## src/rtl/rob_pkg.sv

```systemverilog
package rob_pkg;

    typedef enum logic [1:0] {
        OP_REG    = 2'd0,
        OP_STORE  = 2'd1,
        OP_BRANCH = 2'd2
    } op_kind_e;

    typedef struct packed {
        logic     valid;
        logic     done;
        logic     exc;
        logic     mispred;
        op_kind_e kind;
    } rob_flags_t;

    // finished and carries a fault
    function automatic logic traps(rob_flags_t f);
        return f.valid && f.done && f.exc;
    endfunction

    // finished branch that went the wrong way, with no fault
    function automatic logic redirects(rob_flags_t f);
        return f.valid && f.done && !f.exc && f.kind == OP_BRANCH && f.mispred;
    endfunction

    // finished and may leave without disturbing the pipeline
    function automatic logic clean(rob_flags_t f);
        return f.valid && f.done && !traps(f) && !redirects(f);
    endfunction

endpackage

```

## src/rtl/rob_store.sv

```systemverilog
module rob_store
    import rob_pkg::*;
#(
    parameter int unsigned DEPTH  = 8,
    parameter int unsigned DATA_W = 32,
    parameter int unsigned REG_W  = 3,
    parameter int unsigned TAG_W  = $clog2(DEPTH)
) (
    input  logic                              clk,
    input  logic                              rst,
    input  logic                              flush,
    input  logic                              alloc_fire,
    input  logic [TAG_W-1:0]                  alloc_tag,
    input  op_kind_e                          alloc_kind,
    input  logic [REG_W-1:0]                  alloc_dest,
    input  logic [1:0]                        wb_valid,
    input  logic [1:0][TAG_W-1:0]             wb_tag,
    input  logic [1:0][DATA_W-1:0]            wb_value,
    input  logic [1:0][DATA_W-1:0]            wb_aux,
    input  logic [1:0]                        wb_exc,
    input  logic [1:0]                        wb_mispred,
    input  logic [TAG_W-1:0]                  head,
    input  logic [1:0]                        nretire,
    output rob_flags_t [DEPTH-1:0]            flags,
    output logic [DEPTH-1:0][REG_W-1:0]       dest,
    output logic [DEPTH-1:0][DATA_W-1:0]      value,
    output logic [DEPTH-1:0][DATA_W-1:0]      aux
);
    localparam logic [TAG_W-1:0] STEP = TAG_W'(1);

    rob_flags_t [DEPTH-1:0]       flags_q;
    logic [DEPTH-1:0][REG_W-1:0]  dest_q;
    logic [DEPTH-1:0][DATA_W-1:0] value_q;
    logic [DEPTH-1:0][DATA_W-1:0] aux_q;
    logic [DEPTH-1:0]             retire_mask;
    logic [TAG_W-1:0]             head_next;

    assign head_next = head + STEP;

    always_comb begin
        for (int i = 0; i < DEPTH; i++) begin
            retire_mask[i] = (nretire != 2'd0 && head == TAG_W'(i)) ||
                             (nretire == 2'd2 && head_next == TAG_W'(i));
        end
    end

    always_ff @(posedge clk) begin
        if (rst || flush) begin
            flags_q <= '0;
        end else begin
            for (int i = 0; i < DEPTH; i++) begin
                if (retire_mask[i]) flags_q[i].valid <= 1'b0;
            end
            for (int p = 0; p < 2; p++) begin
                if (wb_valid[p] && flags_q[wb_tag[p]].valid) begin
                    flags_q[wb_tag[p]].done    <= 1'b1;
                    flags_q[wb_tag[p]].exc     <= wb_exc[p];
                    flags_q[wb_tag[p]].mispred <= wb_mispred[p];
                end
            end
            if (alloc_fire) begin
                flags_q[alloc_tag] <= '{valid: 1'b1, done: 1'b0, exc: 1'b0,
                                        mispred: 1'b0, kind: alloc_kind};
            end
        end
    end

    // payload needs no reset: it is only read behind a valid, done slot
    always_ff @(posedge clk) begin
        for (int p = 0; p < 2; p++) begin
            if (wb_valid[p] && flags_q[wb_tag[p]].valid) begin
                value_q[wb_tag[p]] <= wb_value[p];
                aux_q[wb_tag[p]]   <= wb_aux[p];
            end
        end
        if (alloc_fire) dest_q[alloc_tag] <= alloc_dest;
    end

    assign flags = flags_q;
    assign dest  = dest_q;
    assign value = value_q;
    assign aux   = aux_q;
endmodule

```

## src/rtl/rob_retire.sv

```systemverilog
module rob_retire
    import rob_pkg::*;
#(
    parameter int unsigned DEPTH  = 8,
    parameter int unsigned DATA_W = 32,
    parameter int unsigned REG_W  = 3,
    parameter int unsigned TAG_W  = $clog2(DEPTH)
) (
    input  logic [TAG_W-1:0]                 head,
    input  logic [TAG_W:0]                   count,
    input  rob_flags_t [DEPTH-1:0]           flags,
    input  logic [DEPTH-1:0][REG_W-1:0]      dest,
    input  logic [DEPTH-1:0][DATA_W-1:0]     value,
    input  logic [DEPTH-1:0][DATA_W-1:0]     aux,
    output logic [1:0]                       nretire,
    output logic                             cw0_valid,
    output logic [REG_W-1:0]                 cw0_reg,
    output logic [DATA_W-1:0]                cw0_value,
    output logic                             cw1_valid,
    output logic [REG_W-1:0]                 cw1_reg,
    output logic [DATA_W-1:0]                cw1_value,
    output logic                             mem_valid,
    output logic [DATA_W-1:0]                mem_addr,
    output logic [DATA_W-1:0]                mem_data,
    output logic                             flush,
    output logic                             redirect_valid,
    output logic [DATA_W-1:0]                redirect_target,
    output logic                             exc_valid,
    output logic [TAG_W-1:0]                 exc_tag
);
    localparam logic [TAG_W-1:0] STEP = TAG_W'(1);

    logic [TAG_W-1:0] h0, h1;
    rob_flags_t       f0, f1;
    logic             have0, have1, ok0, ok1, store0, store1;

    assign h0 = head;
    assign h1 = head + STEP;
    assign f0 = flags[h0];
    assign f1 = flags[h1];

    always_comb begin
        have0  = count != '0;
        have1  = count > (TAG_W+1)'(1);
        store0 = f0.kind == OP_STORE;
        store1 = f1.kind == OP_STORE;
        ok0    = have0 && clean(f0);
        ok1    = ok0 && have1 && clean(f1) && !(store0 && store1);

        nretire = {1'b0, ok0} + {1'b0, ok1};

        exc_valid       = have0 && traps(f0);
        exc_tag         = h0;
        redirect_valid  = have0 && redirects(f0);
        redirect_target = aux[h0];
        flush           = exc_valid || redirect_valid;

        cw0_valid = ok0 && f0.kind == OP_REG;
        cw0_reg   = dest[h0];
        cw0_value = value[h0];
        cw1_valid = ok1 && f1.kind == OP_REG;
        cw1_reg   = dest[h1];
        cw1_value = value[h1];

        mem_valid = (ok0 && store0) || (ok1 && store1);
        if (ok0 && store0) begin
            mem_addr = aux[h0];
            mem_data = value[h0];
        end else begin
            mem_addr = aux[h1];
            mem_data = value[h1];
        end
    end
endmodule

```

## src/rtl/rob_rename.sv

```systemverilog
module rob_rename #(
    parameter int unsigned NREGS = 8,
    parameter int unsigned REG_W = $clog2(NREGS),
    parameter int unsigned TAG_W = 3
) (
    input  logic                       clk,
    input  logic                       rst,
    input  logic                       flush,
    input  logic                       set_valid,
    input  logic [REG_W-1:0]           set_reg,
    input  logic [TAG_W-1:0]           set_tag,
    input  logic [1:0]                 clr_valid,
    input  logic [1:0][REG_W-1:0]      clr_reg,
    input  logic [1:0][TAG_W-1:0]      clr_tag,
    input  logic [REG_W-1:0]           lk_reg,
    output logic                       lk_pending,
    output logic [TAG_W-1:0]           lk_tag
);
    logic [NREGS-1:0]            busy_q;
    logic [NREGS-1:0][TAG_W-1:0] tag_q;

    for (genvar r = 0; r < NREGS; r++) begin : g_reg
        logic hit0, hit1, take;
        assign hit0 = clr_valid[0] && clr_reg[0] == REG_W'(r) && clr_tag[0] == tag_q[r];
        assign hit1 = clr_valid[1] && clr_reg[1] == REG_W'(r) && clr_tag[1] == tag_q[r];
        assign take = set_valid && set_reg == REG_W'(r);

        always_ff @(posedge clk) begin
            if (rst || flush) begin
                busy_q[r] <= 1'b0;
                tag_q[r]  <= '0;
            end else if (take) begin
                busy_q[r] <= 1'b1;
                tag_q[r]  <= set_tag;
            end else if (hit0 || hit1) begin
                busy_q[r] <= 1'b0;
            end
        end
    end

    assign lk_pending = busy_q[lk_reg];
    assign lk_tag     = tag_q[lk_reg];
endmodule

```

## src/rtl/reorder_buffer.sv

```systemverilog
module reorder_buffer
    import rob_pkg::*;
#(
    parameter int unsigned DEPTH  = 8,
    parameter int unsigned DATA_W = 32,
    parameter int unsigned NREGS  = 8,
    localparam int unsigned TAG_W = $clog2(DEPTH),
    localparam int unsigned REG_W = $clog2(NREGS)
) (
    input  logic              clk,
    input  logic              rst,
    input  logic              alloc_valid,
    input  logic [1:0]        alloc_kind,
    input  logic [REG_W-1:0]  alloc_dest,
    output logic              alloc_ready,
    output logic [TAG_W-1:0]  alloc_tag,
    input  logic              wb0_valid,
    input  logic [TAG_W-1:0]  wb0_tag,
    input  logic [DATA_W-1:0] wb0_value,
    input  logic [DATA_W-1:0] wb0_aux,
    input  logic              wb0_exc,
    input  logic              wb0_mispred,
    input  logic              wb1_valid,
    input  logic [TAG_W-1:0]  wb1_tag,
    input  logic [DATA_W-1:0] wb1_value,
    input  logic [DATA_W-1:0] wb1_aux,
    input  logic              wb1_exc,
    input  logic              wb1_mispred,
    input  logic [REG_W-1:0]  lk_reg,
    output logic              lk_pending,
    output logic [TAG_W-1:0]  lk_tag,
    output logic              lk_ready,
    output logic [DATA_W-1:0] lk_value,
    output logic              cw0_valid,
    output logic [REG_W-1:0]  cw0_reg,
    output logic [DATA_W-1:0] cw0_value,
    output logic              cw1_valid,
    output logic [REG_W-1:0]  cw1_reg,
    output logic [DATA_W-1:0] cw1_value,
    output logic              mem_valid,
    output logic [DATA_W-1:0] mem_addr,
    output logic [DATA_W-1:0] mem_data,
    output logic              flush,
    output logic              redirect_valid,
    output logic [DATA_W-1:0] redirect_target,
    output logic              exc_valid,
    output logic [TAG_W-1:0]  exc_tag
);
    localparam int unsigned   CNT_W = TAG_W + 1;
    localparam logic [CNT_W-1:0] FULL = CNT_W'(DEPTH);
    localparam logic [TAG_W-1:0] STEP = TAG_W'(1);

    logic [TAG_W-1:0] head_q, tail_q;
    logic [CNT_W-1:0] count_q;
    logic             alloc_fire;
    logic [1:0]       nretire;
    op_kind_e         kind_in;

    rob_flags_t [DEPTH-1:0]       flags;
    logic [DEPTH-1:0][REG_W-1:0]  dest;
    logic [DEPTH-1:0][DATA_W-1:0] value;
    logic [DEPTH-1:0][DATA_W-1:0] aux;

    assign kind_in     = op_kind_e'(alloc_kind);
    assign alloc_ready = count_q != FULL && !flush;
    assign alloc_fire  = alloc_valid && alloc_ready;
    assign alloc_tag   = tail_q;

    always_ff @(posedge clk) begin
        if (rst || flush) begin
            head_q  <= '0;
            tail_q  <= '0;
            count_q <= '0;
        end else begin
            head_q  <= head_q + TAG_W'(nretire);
            tail_q  <= tail_q + (alloc_fire ? STEP : '0);
            count_q <= count_q + CNT_W'(alloc_fire) - CNT_W'(nretire);
        end
    end

    rob_store #(
        .DEPTH(DEPTH), .DATA_W(DATA_W), .REG_W(REG_W), .TAG_W(TAG_W)
    ) u_store (
        .clk        (clk),
        .rst        (rst),
        .flush      (flush),
        .alloc_fire (alloc_fire),
        .alloc_tag  (tail_q),
        .alloc_kind (kind_in),
        .alloc_dest (alloc_dest),
        .wb_valid   ({wb1_valid, wb0_valid}),
        .wb_tag     ({wb1_tag, wb0_tag}),
        .wb_value   ({wb1_value, wb0_value}),
        .wb_aux     ({wb1_aux, wb0_aux}),
        .wb_exc     ({wb1_exc, wb0_exc}),
        .wb_mispred ({wb1_mispred, wb0_mispred}),
        .head       (head_q),
        .nretire    (nretire),
        .flags      (flags),
        .dest       (dest),
        .value      (value),
        .aux        (aux)
    );

    rob_retire #(
        .DEPTH(DEPTH), .DATA_W(DATA_W), .REG_W(REG_W), .TAG_W(TAG_W)
    ) u_retire (
        .head            (head_q),
        .count           (count_q),
        .flags           (flags),
        .dest            (dest),
        .value           (value),
        .aux             (aux),
        .nretire         (nretire),
        .cw0_valid       (cw0_valid),
        .cw0_reg         (cw0_reg),
        .cw0_value       (cw0_value),
        .cw1_valid       (cw1_valid),
        .cw1_reg         (cw1_reg),
        .cw1_value       (cw1_value),
        .mem_valid       (mem_valid),
        .mem_addr        (mem_addr),
        .mem_data        (mem_data),
        .flush           (flush),
        .redirect_valid  (redirect_valid),
        .redirect_target (redirect_target),
        .exc_valid       (exc_valid),
        .exc_tag         (exc_tag)
    );

    rob_rename #(
        .NREGS(NREGS), .REG_W(REG_W), .TAG_W(TAG_W)
    ) u_rename (
        .clk        (clk),
        .rst        (rst),
        .flush      (flush),
        .set_valid  (alloc_fire && kind_in == OP_REG),
        .set_reg    (alloc_dest),
        .set_tag    (tail_q),
        .clr_valid  ({cw1_valid, cw0_valid}),
        .clr_reg    ({cw1_reg, cw0_reg}),
        .clr_tag    ({head_q + STEP, head_q}),
        .lk_reg     (lk_reg),
        .lk_pending (lk_pending),
        .lk_tag     (lk_tag)
    );

    assign lk_ready = lk_pending && flags[lk_tag].valid && flags[lk_tag].done;
    assign lk_value = value[lk_tag];
endmodule

```

## config.mk

```make
export PLATFORM = sky130hd
export DESIGN_NAME = reorder_buffer
export DESIGN_NICKNAME = d
export VERILOG_FILES = /design/src/rtl/rob_pkg.sv /design/src/rtl/rob_store.sv /design/src/rtl/rob_retire.sv /design/src/rtl/rob_rename.sv /design/src/rtl/reorder_buffer.sv
export SDC_FILE = /design/constraint.sdc
export NUM_CORES = 2
export LEC_CHECK = 0
export BUFFER_PORTS_ARGS = -buffer_cell sky130_fd_sc_hd__buf_2
export CAP_MARGIN = 20
export CORE_MARGIN = 5
export CORE_UTILIZATION = 34
export CTS_BUF_LIST = sky130_fd_sc_hd__clkbuf_2 sky130_fd_sc_hd__clkbuf_4 sky130_fd_sc_hd__clkbuf_8
export DETAILED_ROUTE_END_ITERATION = 6
export PLACE_DENSITY = 0.5
export SLEW_MARGIN = 20
export SYNTH_ARGS = -nofsm -noshare
export SYNTH_HDL_FRONTEND = slang
export SYNTH_SLANG_ARGS = --single-unit
```

## constraint.sdc

```tcl
create_clock -name clk -period 6.4 [get_ports clk]
set_input_delay 0.64 -clock clk [delete_from_list [all_inputs] [get_ports clk]]
set_output_delay 0.64 -clock clk [all_outputs]
set_load 0.02 [all_outputs]
```

# ---- Yosys cells after proc, flatten, opt, wreduce, memory -nomap -nowiden
# Cells that the tools add are included.
dict set report word_totals {
  reg_bits 626
  input_bits 151
  output_inout_bits 216
}
dict set report classes {
  add_sub_neg 6
  order_cmp 11
  eq_ne 57
  n_mux 104
  n_reduce_logical 136
}
# cell n
set ops {}
lappend ops {{256-bit bitwise mux} 4}
lappend ops {{256-bit two-way mux} 4}
lappend ops {{32-bit binary-select mux with 3-bit select} 5}
lappend ops {{48-bit bitwise mux} 7}
lappend ops {{32-bit two-way mux} 9}
lappend ops {{48-bit two-way mux} 5}
lappend ops {{32-bit demux with 3-bit select} 2}
lappend ops {{6-bit demux with 3-bit select} 7}
lappend ops {{1-bit logical AND} 91}
lappend ops {{6-bit binary-select mux with 3-bit select} 5}
lappend ops {{3-bit == test, second input constant} 20}
lappend ops {{3-bit == test} 16}
lappend ops {{6-bit two-way mux} 6}
lappend ops {{1-bit two-way mux} 34}
lappend ops {{3-bit by 2-bit == test with 1-bit output, second input constant} 10}
lappend ops {{3-bit by 4-bit less-than comparator with 1-bit output, second input constant} 7}
lappend ops {{3-bit binary-select mux with 3-bit select} 3}
lappend ops {{24-bit bitwise mux} 1}
lappend ops {{1-bit logical OR} 19}
lappend ops {{3-bit two-way mux} 6}
lappend ops {{2-bit nonzero test} 9}
lappend ops {{3-bit by 1-bit == test with 1-bit output, second input constant} 5}
lappend ops {{3-bit logical NOT} 5}
lappend ops {{5-bit two-way mux} 2}
lappend ops {{other kinds (17)} 32}

# ---- Longest topological paths before layout
dict set report depth {
  depth_word 30
  mapped_depth 21
  ltp_nobuf 16
}

# ---- Hierarchy
# A second synthesis with hierarchy kept.
dict set report unflattened {
  cells_unflattened 4410
  hier_area_um2 38459.4
}
# mod n_inst cells_per_inst area_per_inst_um2 seq_area_each_um2
set modules_own_cells {}
lappend modules_own_cells {rob_store 1 3220 23880.4 11931.4}
lappend modules_own_cells {rob_retire 1 775 9719.3 0.0}
lappend modules_own_cells {reorder_buffer 1 183 2652.5 200.2}
lappend modules_own_cells {rob_rename 1 232 2207.1 640.6}

# ---- Worst setup path after synthesis
# No wires, ideal clock.
dict set report synth_timing {
  path_type {reg2reg}
  start {register head_q[2]}
  end {register count_q[3]}
  setup_ns 0.128
  t_arrival_ns 4.593
  required_ns 6.272
  setup_slack_ns 1.679
  stages_incl_launch_ff 22
  path_buffers 7
  period_less_slack_ns 4.721
  cell_sequence {dfxtp_1 buf_2 buf_2 clkinv_1 clkbuf_1 buf_1 ha_1 buf_2 buf_2 buf_2 and4_1 a311oi_1 or3_1 a21oi_1 ha_1 inv_1 ha_1 ha_1 a21o_1 a21oi_1 xnor2_1 nor2_1}
}
dict set report synth_via {
  elab_chain_cells 14
  word_cells_on_any_way 45
  cone_classes {add/sub: 4; eq/ne: 4; mux: 4; reduce/logical: 33}
}
# item line_no
set synth_lines {}
lappend synth_lines {{from (decl)} reorder_buffer.sv:53} ;# logic [TAG_W-1:0] head_q, tail_q;
lappend synth_lines {{from (signal assigned)} reorder_buffer.sv:75} ;# head_q <= head_q + TAG_W'(nretire);
lappend synth_lines {{parallel branches: the longest is 14 deep, another holds 4-bit by 2-bit subtractor with 4-bit output} -}
lappend synth_lines {{to (signal assigned)} reorder_buffer.sv:77} ;# count_q <= count_q + CNT_W'(alloc_fire) - CNT_W'(nretire);
lappend synth_lines {{to (decl)} reorder_buffer.sv:54} ;# logic [CNT_W-1:0] count_q;
# Several ways; the timed one is not identified. The select of a mux whose other input is x is not followed.
# A chain may end at the register's enable or synchronous reset.

# ---- Final worst setup path
dict set report layout_timing {
  start {register head_q[0]}
  end {output port mem_addr[0]}
}
dict set report layout_via {
  elab_chain_cells 11
  word_cells_on_any_way 22
  cone_classes {add/sub: 1; eq/ne: 2; mux: 7; reduce/logical: 12}
}
# item line_no
set layout_lines {}
lappend layout_lines {{6-bit binary-select mux with 3-bit select} rob_retire.sv:39} ;# assign f0 = flags[h0];
lappend layout_lines {{6-bit two-way mux (implied by the code)} rob_retire.sv:39}
lappend layout_lines {{1-bit logical AND / 1-bit logical NOT (equally long branches)} {rob_pkg.sv:19, rob_pkg.sv:24, rob_pkg.sv:29}}
lappend layout_lines {{1-bit logical AND (3 in a row)} rob_pkg.sv:24} ;# return f.valid && f.done && !f.exc && f.kind == OP_BRANCH && f.mispred;
lappend layout_lines {{1-bit logical NOT} rob_pkg.sv:29} ;# return f.valid && f.done && !traps(f) && !redirects(f);
lappend layout_lines {{1-bit logical AND} rob_pkg.sv:29}
lappend layout_lines {{1-bit logical AND} rob_retire.sv:47} ;# ok0 = have0 && clean(f0);
lappend layout_lines {{1-bit logical AND} rob_retire.sv:66} ;# if (ok0 && store0) begin
lappend layout_lines {{32-bit two-way mux *} rob_retire.sv:66}
lappend layout_lines {{to (decl)} reorder_buffer.sv:41} ;# output logic [DATA_W-1:0] mem_addr,
# Every way passes the cells marked *; elsewhere a longest branch is shown, timed or not. The select of a mux whose other input is x is not followed.

==> parameters.txt <==
Parameter                              Value

STA
  Final-report hold violation count    0
  Tightest Pin Transition    1.20 ns
  Share of the cycle needed by the critical path after routing    85.5%
  Fmax    0.183 GHz
  Setup repair after global routing missed its margin    false
  Final TNS setup    0 ns
  Final critical-path setup slack    0.928 ns
  Headroom to the max-slew limit    20.0%
  Time the worst path needs with I/O delays and setup    5.47 ns
  Pins Over Slew Limit    0
  Worst Skew    0.0321 ns
  Setup Viol. Count Final    0

Floorplan
  I/O pin total    367
  Die area    120000 sq um
  Die width    347 microns
  Effective utilization at floorplan    34.3%
  Core footprint    113000 sq um
  Standard-cell rows    123
  Die Y-Extent    347 microns

Hold path
  Hold path startpoint    wb1_value[12]
  Type of the tightest min-delay check    in2reg
  Endpoint, Worst Hold    u_store.value[76]
  Hold Crit Depth    3

Route
  Met1 Routed Length    62000 microns
  Met2 wire length    68200 microns
  Routed Wire Length    147000 microns
  Top routing layer in use    met5
  Via count    33100
  Router iterations before antenna repair    7
  Iteration-0 DRC count of the detailed router    3069
  Vias/cell    5.53
  Drc violations    1
  DRT antenna net count    0
  Total length of routed met3 wires    12000 microns
  Wirelength per Cell    24.5 microns

Synth
  Number of warning messages in the yosys log    0
  Syn Std Cell Area    38600 sq um
  Number of flip-flops and latches in the synthesized netlist    626
  Synth Flop Type    dfxtp_1
  Fraction of post-synthesis cell area in the top cell type by area    31.2%
  Sequential element share of the synthesized area    33.1%
  Synthesized netlist cell count    4304
  Fraction of synthesis flops using an asynchronous set or reset pin    0%
  Synthesized net count    4477
  Number of distinct standard cells referenced by the synthesized netlist    62
  Dominant cells by area after synthesis    dfxtp_1 31%, mux4_2 17%, mux2i_1 15%
  Cell accounting for the most synthesized area    dfxtp_1
  Post-synthesis average cell area    8.97 sq um
  Number of enable-type register cells in the synthesized netlist    24
  Synth top cells by count    837 x nand2_1, 602 x dfxtp_1, 579 x mux2i_1
  Most frequently used cell type in the post-synthesis netlist    nand2_1

Clocking
  Post-CTS repair timing setup buffer count    0
  Number of CTS-inserted buffers    119
  Clock slew at reported path FFs    0.06 ns
  CTS Root Cell    clkbuf_8
  Resize count post-CTS    0
  Count of clock tree sinks    626
  Hold buffer count at cts    0
  Clock latency reported for the late side of the worst-skew pair    0.80 ns
  Clock tree from TritonCTS    yes
  H-tree depth    3
  Clock Path Buffers    3

Setup path
  Cells traversed along the worst timing path    buf_4 > mux4_2 > mux2i_1 > nor2_1 > nand3_4 > buf_12 > nand3_1 > o21a_1 > buf_2
  Slowest cell on the critical path    buf_4
  Crit path capture type    output pin
  Buffers plus inverters on the worst setup path    3
  Cell family with most CP delay    buffers and inverters
  Startpoint of the most critical register-to-register path    head_q[0]
  Critical path fanouts, max    63
  Register-to-register setup slack    1.35 ns
  Sort of element at the start of the critical path    flip-flop
  Type of the worst setup path    reg2out
  Worst flop-to-flop path endpoint    count_q[3]
  Arr. time, crit path    4.83 ns
  CP Data Required Time    5.76 ns
  R2r worst-path depth    17
  Critical Path Max Stage Delay    0.77 ns

Layout
  Number of filler cells placed in the layout    11500
  Area added between synthesis and finish    13.3%
  Ratio of cells with drive above 1 in the final layout    23.6%
  Fin nets    4537
  Final core area utilization    38.8%

Pwr
  Part of the power in registers    39.9%
  Internal    9300 uW
  Worst voltage drop across the vdd grid    0.172 mV
  Comb pwr share    28.8%
  Leakage Power    0.0164 uW
  Clock network power share    31.3%
  Cell area power density    325 nW/um^2
  Proportion of total power due to net switching    34.6%
  NetSw    4910 uW

Status
  Run status    complete, but fails checks
  Violations in the final reports    DRC

Flow run
  Max-cap viol count    0

Global routing
  Maximum number of pins on one net before global-route repair    130
  All-Layer GR Usage    23.3%
  Aggregate global routing overflow    0
  Initial antenna violation count    42
  Wire length of the first global-routing pass    215000 microns
  Vias in the first global route    31800

Placed design
  Post-DP HPWL    87500 microns
  Pre-CTS setup slack    1.31 ns
  Routability congestion estimate from global placement    0.809
  PortBufs    366
==> cell type report <==
type / instances / area (sq um) / area share, %
flip-flops and latches: 626 / 12800 / 29.2
inverters: 29 / 116 / 0.266
diodes: 28 / 70.1 / 0.160
well taps: 1500 / 1880 / 4.29
clock inverters: 26 / 226 / 0.518
multi-input cells: 3163 / 23800 / 54.5
repair buffers: 425 / 2390 / 5.47
clock buffers: 194 / 2440 / 5.59
==> metal layers <==
| metal | GRT usage [%] | vias to the layer above |
|---|---|---|
| li1 | - | 15400 |
| met1 | 31.0 | 16100 |
| met2 | 37.7 | 1299 |
| met3 | 5.58 | 281 |
| met4 | 7.33 | 22 |
| met5 | 0 | - |
==> flip-flops by register name (all words and copies together), names as in the netlist <==
register,cells
u_store.aux,256
u_store.value,256
u_store.flags,48
u_rename.tag_q,24
u_store.dest,24
u_rename.busy_q,8
count_q,4
alloc_tag,3
head_q,3
==> stage by stage <==
stage	hold WS [ns]	power (uW)	area, sq um	cells
2_1_floorplan	0.455	8470	38600	4304
3_3_place_gp	0.477	9740	40900	5741
3_5_place_dp	0.479	9820	40900	5741
4_1_cts	0.0766	14300	43600	5961
5_1_grt	0.128	15000	43700	5971
6_report	0.160	14200	43700	5991
==> logic make-up (layout without fill, tap and decap cells) <==
family,Yosys count,in the layout,share of synthesized area [%]
other,0,28,0
xor gates and xnor gates,42,42,0.952
adders and majority gates,22,22,0.752
DFF,626,626,33.1
AOI/OAI and AO/OA,659,659,9.19
muxes,945,945,34.1
and+or+nand+nor,1495,1495,16.3
buffers and inverters,515,674,5.60
==> cells in the final DEF, fill, tap and decap left out, types with 7 or more instances in the layout <==
master | synthesis | routed
nand2_1 | 837 | 837
dfxtp_1 | 602 | 599
mux2i_1 | 579 | 576
buf_2 | 45 | 366
nor2_1 | 317 | 315
o21ai_0 | 298 | 298
mux4_2 | 289 | 289
a21oi_1 | 279 | 279
nand3_1 | 214 | 213
clkbuf_8 | 0 | 158
mux2_2 | 76 | 76
buf_4 | 33 | 50
clkbuf_4 | 0 | 36
o21a_1 | 33 | 33
diode_2 | 0 | 28
xnor2_1 | 27 | 27
nand3b_1 | 24 | 24
edfxtp_1 | 24 | 24
nor3_1 | 22 | 20
ha_1 | 20 | 18
clkinv_2 | 0 | 18
inv_1 | 19 | 16
xor2_1 | 15 | 15
inv_2 | 7 | 10
nor3b_1 | 9 | 8
nand2b_1 | 8 | 7
nor4_1 | 9 | 7
or4_1 | 7 | 7
and2_1 | 7 | 7
a2111oi_0 | 7 | 7
==> worst min-delay path, delay by kind of cell <==
family                 cells  cell delay, ns
buffers and inverters      1            0.17
AO/OA/AOI/OAI              1            0.06
AND/OR/NAND/NOR            1            0.06
==> power by group through the flow <==
stage | registers (uW) | logic (uW) | clock network [uW]
after floorplan | 5430 | 3040 | 0
after global placement | 5700 | 4050 | 0
after detailed placement | 5710 | 4100 | 0
after CTS | 5640 | 4110 | 4550
after global routing | 5790 | 4500 | 4720
final | 5670 | 4100 | 4450
==> worst max path at each step <==
stage | end | startpoint | cells past startpoint
final | mem_addr[0] | head_q[0] | 9
after global routing | mem_addr[0] | head_q[0] | 9
after CTS | mem_addr[0] | head_q[0] | 9
after detailed placement | count_q[3] | head_q[0] | 17
after global placement | count_q[3] | head_q[0] | 17
after floorplan | count_q[3] | head_q[2] | 21
Note: power is estimated with default switching activity, not from simulation.
